===== src/rtl/ptw_pkg.sv =====
package ptw_pkg;
  typedef enum logic [2:0] {
    FLT_NONE = 3'd0,
    FLT_DSEG = 3'd1,
    FLT_NOEX = 3'd2,
    FLT_MISS = 3'd3,
    FLT_PROT = 3'd4
  } flt_e;

  typedef enum logic [1:0] {
    S_IDLE,
    S_TAG,
    S_DATA,
    S_WB
  } st_e;

  localparam logic [31:0] STS_NOEX = 32'h1000_0000;
  localparam logic [31:0] STS_MISS = 32'h4000_0000;
  localparam logic [31:0] STS_PROT = 32'h0800_0000;
  localparam logic [31:0] STS_WR   = 32'h0200_0000;
  localparam logic [31:0] REF_BIT  = 32'h0000_0100;
  localparam logic [31:0] CHG_BIT  = 32'h0000_0080;
endpackage


===== src/rtl/ptw_segs.sv =====
module ptw_segs #(
  parameter int NUM_SEG = 16,
  parameter int DW      = 32,
  localparam int SEL_W  = $clog2(NUM_SEG)
) (
  input  logic             clk_i,
  input  logic             rst_ni,
  input  logic             we_i,
  input  logic [SEL_W-1:0] wsel_i,
  input  logic [DW-1:0]    wdata_i,
  input  logic [SEL_W-1:0] rsel_i,
  output logic [DW-1:0]    rdata_o
);
  logic [DW-1:0] regs_q [NUM_SEG];

  for (genvar g = 0; g < NUM_SEG; g++) begin : g_seg
    always_ff @(posedge clk_i or negedge rst_ni) begin
      if (!rst_ni)                                  regs_q[g] <= '0;
      else if (we_i && wsel_i == SEL_W'(g))         regs_q[g] <= wdata_i;
    end
  end

  assign rdata_o = regs_q[rsel_i];
endmodule


===== src/rtl/ptw_hash.sv =====
module ptw_hash #(
  parameter int ENTRIES     = 8,
  parameter int ENTRY_BYTES = 8,
  localparam int IDX_W      = $clog2(ENTRIES),
  localparam int OFS_W      = $clog2(ENTRY_BYTES)
) (
  input  logic [31:0]      seg_i,
  input  logic [31:0]      ea_i,
  input  logic [31:0]      base_i,
  input  logic             pass_i,
  input  logic [IDX_W-1:0] idx_i,
  output logic [31:0]      tag_addr_o,
  output logic [31:0]      match_o
);
  logic [15:0] pidx;
  logic [18:0] h_pri, h_sel;
  logic [31:0] grp;

  always_comb begin
    pidx  = ea_i[27:12];
    h_pri = seg_i[18:0] ^ {3'b000, pidx};
    h_sel = pass_i ? ~h_pri : h_pri;
    // masked merge of upper hash into base
    grp   = {base_i[31:25], base_i[24:16] | (base_i[8:0] & h_sel[18:10]),
             h_sel[9:0], 6'b0};
    tag_addr_o = grp + (32'(idx_i) << OFS_W);
    match_o    = {1'b1, seg_i[23:0], pass_i, pidx[15:10]};
  end
endmodule


===== src/rtl/ptw_prot.sv =====
module ptw_prot (
  input  logic [31:0] seg_i,
  input  logic        user_i,
  input  logic        wr_i,
  input  logic [1:0]  pp_i,
  output logic        viol_o
);
  logic key;
  always_comb begin
    key    = user_i ? seg_i[29] : seg_i[30];
    viol_o = (key && (pp_i == 2'b00 || (pp_i == 2'b01 && wr_i))) ||
             (pp_i == 2'b11 && wr_i);
  end
endmodule


===== src/rtl/pt_walker.sv =====
module pt_walker
  import ptw_pkg::*;
#(
  parameter int NUM_SEG     = 16,
  parameter int ENTRIES     = 8,
  parameter int ENTRY_BYTES = 8
) (
  input  logic                       clk_i,
  input  logic                       rst_ni,
  input  logic                       seg_we_i,
  input  logic [$clog2(NUM_SEG)-1:0] seg_sel_i,
  input  logic [31:0]                seg_wdata_i,
  input  logic [31:0]                tbase_i,
  input  logic                       start_i,
  input  logic [31:0]                ea_i,
  input  logic                       fetch_i,
  input  logic                       write_i,
  input  logic                       user_i,
  output logic                       mem_req_o,
  output logic                       mem_we_o,
  output logic [31:0]                mem_addr_o,
  output logic [31:0]                mem_wdata_o,
  input  logic                       mem_ack_i,
  input  logic [31:0]                mem_rdata_i,
  output logic                       done_o,
  output logic [2:0]                 fault_o,
  output logic [31:0]                status_o,
  output logic [31:0]                pa_o,
  output logic [31:0]                far_o
);
  localparam int SEL_W = $clog2(NUM_SEG);
  localparam int IDX_W = $clog2(ENTRIES);

  st_e              st_q;
  logic [31:0]      ea_q, ent_q, w1_q;
  logic             fetch_q, wr_q, user_q, pass_q;
  logic [IDX_W-1:0] idx_q;
  logic             req_q, we_q, done_q;
  logic [31:0]      addr_q, wdata_q, status_q, pa_q, far_q;
  flt_e             fault_q;

  logic [SEL_W-1:0] rsel;
  logic [31:0]      seg;
  logic [31:0]      tag_addr, match;
  logic             viol;

  assign rsel = (st_q == S_IDLE) ? ea_i[31 -: SEL_W] : ea_q[31 -: SEL_W];

  ptw_segs #(.NUM_SEG(NUM_SEG), .DW(32)) u_segs (
    .clk_i, .rst_ni,
    .we_i   (seg_we_i),
    .wsel_i (seg_sel_i),
    .wdata_i(seg_wdata_i),
    .rsel_i (rsel),
    .rdata_o(seg)
  );

  ptw_hash #(.ENTRIES(ENTRIES), .ENTRY_BYTES(ENTRY_BYTES)) u_hash (
    .seg_i     (seg),
    .ea_i      (ea_q),
    .base_i    (tbase_i),
    .pass_i    (pass_q),
    .idx_i     (idx_q),
    .tag_addr_o(tag_addr),
    .match_o   (match)
  );

  ptw_prot u_prot (
    .seg_i (seg),
    .user_i(user_q),
    .wr_i  (wr_q),
    .pp_i  (mem_rdata_i[1:0]),
    .viol_o(viol)
  );

  always_ff @(posedge clk_i or negedge rst_ni) begin
    if (!rst_ni) begin
      st_q <= S_IDLE;  ea_q <= '0;  ent_q <= '0;  w1_q <= '0;
      fetch_q <= 1'b0; wr_q <= 1'b0; user_q <= 1'b0; pass_q <= 1'b0;
      idx_q <= '0;     req_q <= 1'b0; we_q <= 1'b0; done_q <= 1'b0;
      addr_q <= '0;    wdata_q <= '0; status_q <= '0; pa_q <= '0;
      far_q <= '0;     fault_q <= FLT_NONE;
    end else begin
      done_q <= 1'b0;
      unique case (st_q)
        S_IDLE: if (start_i) begin
          ea_q    <= ea_i;
          fetch_q <= fetch_i;
          wr_q    <= write_i && !fetch_i;
          user_q  <= user_i;
          pass_q  <= 1'b0;
          idx_q   <= '0;
          if (seg[31]) begin
            done_q <= 1'b1; fault_q <= FLT_DSEG; status_q <= '0;
          end else if (fetch_i && seg[28]) begin
            done_q <= 1'b1; fault_q <= FLT_NOEX; status_q <= STS_NOEX;
          end else begin
            st_q <= S_TAG;
          end
        end
        S_TAG: begin
          if (!req_q) begin
            req_q <= 1'b1; we_q <= 1'b0; addr_q <= tag_addr;
          end else if (mem_ack_i) begin
            req_q <= 1'b0;
            if (mem_rdata_i == match) begin
              ent_q <= addr_q;
              st_q  <= S_DATA;
            end else if (idx_q == IDX_W'(ENTRIES - 1)) begin
              idx_q <= '0;
              if (!pass_q) pass_q <= 1'b1;
              else begin
                st_q     <= S_IDLE;
                done_q   <= 1'b1;
                fault_q  <= FLT_MISS;
                status_q <= STS_MISS | (wr_q ? STS_WR : '0);
                if (!fetch_q) far_q <= ea_q;
              end
            end else begin
              idx_q <= idx_q + 1'b1;
            end
          end
        end
        S_DATA: begin
          if (!req_q) begin
            req_q <= 1'b1; we_q <= 1'b0; addr_q <= ent_q + 32'd4;
          end else if (mem_ack_i) begin
            req_q <= 1'b0;
            w1_q  <= mem_rdata_i;
            if (viol) begin
              st_q     <= S_IDLE;
              done_q   <= 1'b1;
              fault_q  <= FLT_PROT;
              status_q <= STS_PROT | (wr_q ? STS_WR : '0);
              if (!fetch_q) far_q <= ea_q;
            end else begin
              st_q <= S_WB;
            end
          end
        end
        S_WB: begin
          if (!req_q) begin
            req_q   <= 1'b1;
            we_q    <= 1'b1;
            addr_q  <= ent_q + 32'd4;
            wdata_q <= w1_q | REF_BIT | (wr_q ? CHG_BIT : '0);
          end else if (mem_ack_i) begin
            req_q    <= 1'b0;
            we_q     <= 1'b0;
            st_q     <= S_IDLE;
            done_q   <= 1'b1;
            fault_q  <= FLT_NONE;
            status_q <= '0;
            pa_q     <= {w1_q[31:12], ea_q[11:0]};
          end
        end
        default: st_q <= S_IDLE;
      endcase
    end
  end

  assign mem_req_o   = req_q;
  assign mem_we_o    = we_q;
  assign mem_addr_o  = addr_q;
  assign mem_wdata_o = wdata_q;
  assign done_o      = done_q;
  assign fault_o     = fault_q;
  assign status_o    = status_q;
  assign pa_o        = pa_q;
  assign far_o       = far_q;

  AST_REQ_HOLD: assert property (@(posedge clk_i) disable iff (!rst_ni)
    req_q && !mem_ack_i |=> req_q && $stable(addr_q) && $stable(we_q));
  AST_DONE_PULSE: assert property (@(posedge clk_i) disable iff (!rst_ni)
    done_q |=> !done_q);
  AST_DONE_NO_REQ: assert property (@(posedge clk_i) disable iff (!rst_ni)
    done_q |-> !req_q);
  AST_WB_SECOND_WORD: assert property (@(posedge clk_i) disable iff (!rst_ni)
    req_q && we_q |-> addr_q[2:0] == 3'b100 && st_q == S_WB);
  AST_PROT_NO_WB: assert property (@(posedge clk_i) disable iff (!rst_ni)
    done_q && fault_q == FLT_PROT |-> !$past(we_q));
  AST_FAST_FAULT_IDLE: assert property (@(posedge clk_i) disable iff (!rst_ni)
    done_q && (fault_q == FLT_DSEG || fault_q == FLT_NOEX) |-> $past(st_q) == S_IDLE);
endmodule


===== config.mk =====
export PLATFORM = sky130hd
export DESIGN_NAME = pt_walker
export DESIGN_NICKNAME = d
export VERILOG_FILES = /design/src/rtl/ptw_pkg.sv /design/src/rtl/ptw_segs.sv /design/src/rtl/ptw_hash.sv /design/src/rtl/ptw_prot.sv /design/src/rtl/pt_walker.sv
export SDC_FILE = /design/constraint.sdc
export NUM_CORES = 1
export LEC_CHECK = 0
export ABC_AREA = 1
export BUFFER_PORTS_ARGS = -buffer_cell sky130_fd_sc_hd__clkbuf_2
export CAP_MARGIN = 5
export CORE_ASPECT_RATIO = 1.75
export CORE_MARGIN = 5
export CORE_UTILIZATION = 50
export CTS_CLUSTER_DIAMETER = 50
export DETAILED_ROUTE_END_ITERATION = 10
export PLACE_DENSITY_LB_ADDON = 0.1
export SETUP_SLACK_MARGIN = 0.05
export SLEW_MARGIN = 15
export SYNTH_ARGS = -nofsm -noshare
export SYNTH_HDL_FRONTEND = slang
export SYNTH_SLANG_ARGS = --single-unit
export TNS_END_PERCENT = 20

===== constraint.sdc =====
create_clock -name clk_i -period 2.7 [get_ports clk_i]
set_clock_uncertainty 0.15 [all_clocks]
set_input_delay 0.27 -clock clk_i [delete_from_list [all_inputs] [get_ports clk_i]]
set_output_delay 0.27 -clock clk_i [all_outputs]
set_load 0.05 [all_outputs]

==> impl_metrics.tcl <==
set metrics [dict create \
    final_core_util 0.6381 \
    tns_ns -56.50 \
    cts.sinks 689 \
    synthFlopType "dfrtp_1" \
    synth_area_mm2 0.03170 \
    clock_path_buffers 3 \
    post-route-period-util 1.275 \
    cp-endpoint "ent_q[13]" \
    first_iter_violations 2345 \
    ys_top_cells_by_area "dfrtp_1, nand2_1, nand3_1, o21ai_0, a21oi_1" \
    ant_nets 0 \
    power_density_mw_per_mm2 1088 \
    fin_crit_ns 3.443 \
    syn_to_final_growth_pct 26.91 \
    start_util 0.5028 \
    grt_antenna_before_repair 0 \
    wl_met2_um 53630 \
    grt_pass1_wl_um 170700 \
    core_mm2 0.06304 \
    final_nets 4505 \
    hpwl_um 73170 \
    vias_per_cell 5.531 \
    drive_gt1_frac 0.1972 \
    cp.arrival_ns 3.79 \
    final_area_mm2 0.04022 \
    placed_area_mm2 0.03562 \
    hold_path.class "in -> async" \
    fp-row-count 122 \
    grt_use_total 0.3200 \
    setup_viol 88 \
    synthArstFlopShare 1.000 \
    die-area_mm2 0.06872 \
    worst_slew_pin_slew_ns 0.8712 \
    path_clk_slew_ns 0.07 \
    cp.required_ns 3.05 \
    crit_type "reg -> reg" \
    relSlewSlack 0.4192 \
    hold_violations 2 \
    synth_cell_type_count 44 \
    synthCells 3883 \
    highest_layer "met4" \
    synth.top_cell.area_share 0.5440 \
    r2r_setup_slack_ns -0.74 \
    reg2reg_depth 26 \
    path_delay_family "simple AND/OR/NAND/NOR gates" \
    ys_seq_elements 689 \
    ir_drop_v 0.0005721 \
    grt_pass1_vias 28017 \
    clk_latency_ns 0.64 \
    rsz0062_at_grt "true" \
    cts_root_buf "clkbuf_16" \
    crit_start "st_q[1]" \
    cp_slowest_cell "dfrtp_1" \
    die_x_um 200.3 \
    fin_hold_ws_ns -0.007842 \
    cp-start-kind "register" \
    max_freq_ghz 0.2904 \
    wl_per_cell_um 21.34 \
    timing.rr.end "ent_q[13]" \
    grt_max_degree 91 \
    synth_largest_area_cell "dfrtp_1" \
    place_ws_ns -0.9148 \
    status "finished with violations" \
    cp-end-kind "register" \
    wl_met1_um 42910 \
    wl_met3_um 7806 \
    r2r_start "st_q[1]" \
    vias 28840 \
    crit_cells 26 \
    grt.overflow.total 0 \
    cts_tree "built" \
    cts_buffers 66 \
    port-buffer-count 266 \
    final-max-slew-violation-count 0 \
    routabilityCongestion 0.9475 \
    fin_ws_ns -0.7433 \
    path_max_fanout 13 \
    p_leak_nw 19.48 \
    first_pass_iters 6 \
    yosysSeqAreaShare 0.5440 \
    htreeDepth 3 \
    die_h_um 343.1 \
    synth_area_per_cell_um2 8.163 \
    violations "negative hold slack, negative setup slack" \
    synth_edf_count 0 \
    critPathBufInv 9 \
    wirelength_um 111300 \
    max_cap_viol_count 0 \
    yosysWarnings 0 \
    slowest_delay_ns 0.39 \
    drc 0 \
    io_pins 306 \
]
[metal layers]
layer,up-vias,GRT usage
li1,13583,-
met1,13764,0.3965
met2,1181,0.5351
met3,312,0.05853
met4,0,0.1744
met5,-,0
[cell usage in the layout, fill, tap and decap left out, types with 16 or more instances in the layout]
cell type / instances
clkbuf_2: 265
nand2_2: 34
o21ai_1: 50
dfrtp_1: 689
o21ai_0: 407
buf_12: 58
a21oi_1: 229
conb_1: 28
nand3_1: 386
clkbuf_16: 67
buf_4: 227
nor2_1: 286
nand3_2: 61
o211ai_1: 31
inv_1: 192
nand2_1: 1040
xor2_1: 28
dlygate4sd3_1: 93
xnor2_1: 16
clkbuf_8: 17
[registers in the layout, indices dropped and copies added (netlist names)]
| register | flops |
|---|---|
| done_o | 1 |
| ea_q | 32 |
| ent_q | 32 |
| far_o | 32 |
| fault_o | 2 |
| fetch_q | 1 |
| idx_q | 3 |
| mem_addr_o | 32 |
| mem_req_o | 1 |
| mem_wdata_o | 32 |
| mem_we_o | 1 |
| pa_o | 32 |
| pass_q | 1 |
| st_q | 2 |
| status_o | 4 |
| u_segs.regs_q | 448 |
| user_q | 1 |
| w1_q | 31 |
| wr_q | 1 |
[synth_stat cells, types with 2 or more instances]
cell type / n
buf_6: 9
buf_4: 54
nor2_4: 2
a211oi_1: 2
inv_1: 196
a31oi_1: 4
nand2_2: 3
nand2_1: 1082
o21ai_2: 5
dfrtp_1: 689
o22ai_1: 7
nor2_1: 307
buf_1: 14
nand3_1: 453
o211ai_1: 31
o221ai_1: 7
o21ai_0: 429
or2_2: 6
a22oi_1: 3
nand4_1: 9
nand3b_1: 3
xor2_1: 30
xnor2_1: 16
nand2_4: 4
a31o_2: 2
nor3_1: 6
ha_1: 7
buf_2: 60
o21ai_1: 34
a21oi_1: 232
clkbuf_1: 163
inv_2: 2
[cells by family after synthesis]
family | synth area share
and+or+nand+nor | 0.2445
DFF | 0.5440
xor gates and xnor gates | 0.01271
adders and majority gates | 0.002763
AOI/OAI and AO/OA | 0.1257
buffers and inverters | 0.07019
other | 0.0001183
[power breakdown]
part / internal [mW] / leakage, nW / switching, mW
clock: 5.35 / 1.08 / 4.15
combinational: 7.99 / 9.80 / 12.3
sequential: 12.6 / 8.59 / 1.43
[worst reg2reg max path: stages (launching register included)]
cell	delay (ns)
dfrtp_1	0.39
inv_2	0.08
ha_4	0.21
buf_12	0.13
inv_8	0.04
nand2_8	0.10
nand2_8	0.08
buf_12	0.14
buf_12	0.12
buf_16	0.14
nand2_1	0.06
nand3_1	0.07
nand3_1	0.08
nand3_2	0.13
buf_6	0.14
nand3_1	0.08
nand2_2	0.07
nor2_4	0.13
nand2_1	0.09
nor2_1	0.09
nand2_1	0.10
nor2_4	0.14
nand3_4	0.14
buf_6	0.16
buf_12	0.13
nand2_1	0.06
o21ai_1	0.07
[what timing repair did]
action / 4_1_cts / 5_1_grt
setup buffers: 30 / 0
setup endpoints to repair: 100 / 103
hold buffers: 93 / 0
hold endpoints to repair: 672 / 0
cloned: 16 / 0
resized for setup: 122 / 75
pin swaps: 29 / 4
[through the flow]
step           std cells  total power [mW]
2_1_floorplan       3910             24.24
5_1_grt             5213             46.09
3_3_place_gp        4958             31.43
4_1_cts             5213             43.30
3_5_place_dp        4958             31.62
6_report            5214             43.77
[cell type report]
cell class,count,area (µm²)
fill,5451,22820
sequential,689,17240
multi-input combinational,2723,13190
timing repair buffer,678,5842
clock buffer,96,1956
tap,806,1008
inverter,200,758.2
clock inverter,21,226.5
antenna,1,2.502
[worst min path at each step]
stage | from | endpoint | slack [ns] | cells after the start
final | rst_ni | ea_q[5] | -0.008 | 2
after CTS | seg_wdata_i[12] | u_segs.regs_q[300] | 0.003 | 3
after floorplan | rst_ni | done_o | -0.18 | 0
after global placement | rst_ni | pa_o[5] | 0.09 | 1
after detailed placement | rst_ni | pa_o[5] | 0.09 | 1
after global routing | rst_ni | ea_q[5] | 0.02 | 2
Note: power is estimated with default switching activity, not from simulation.
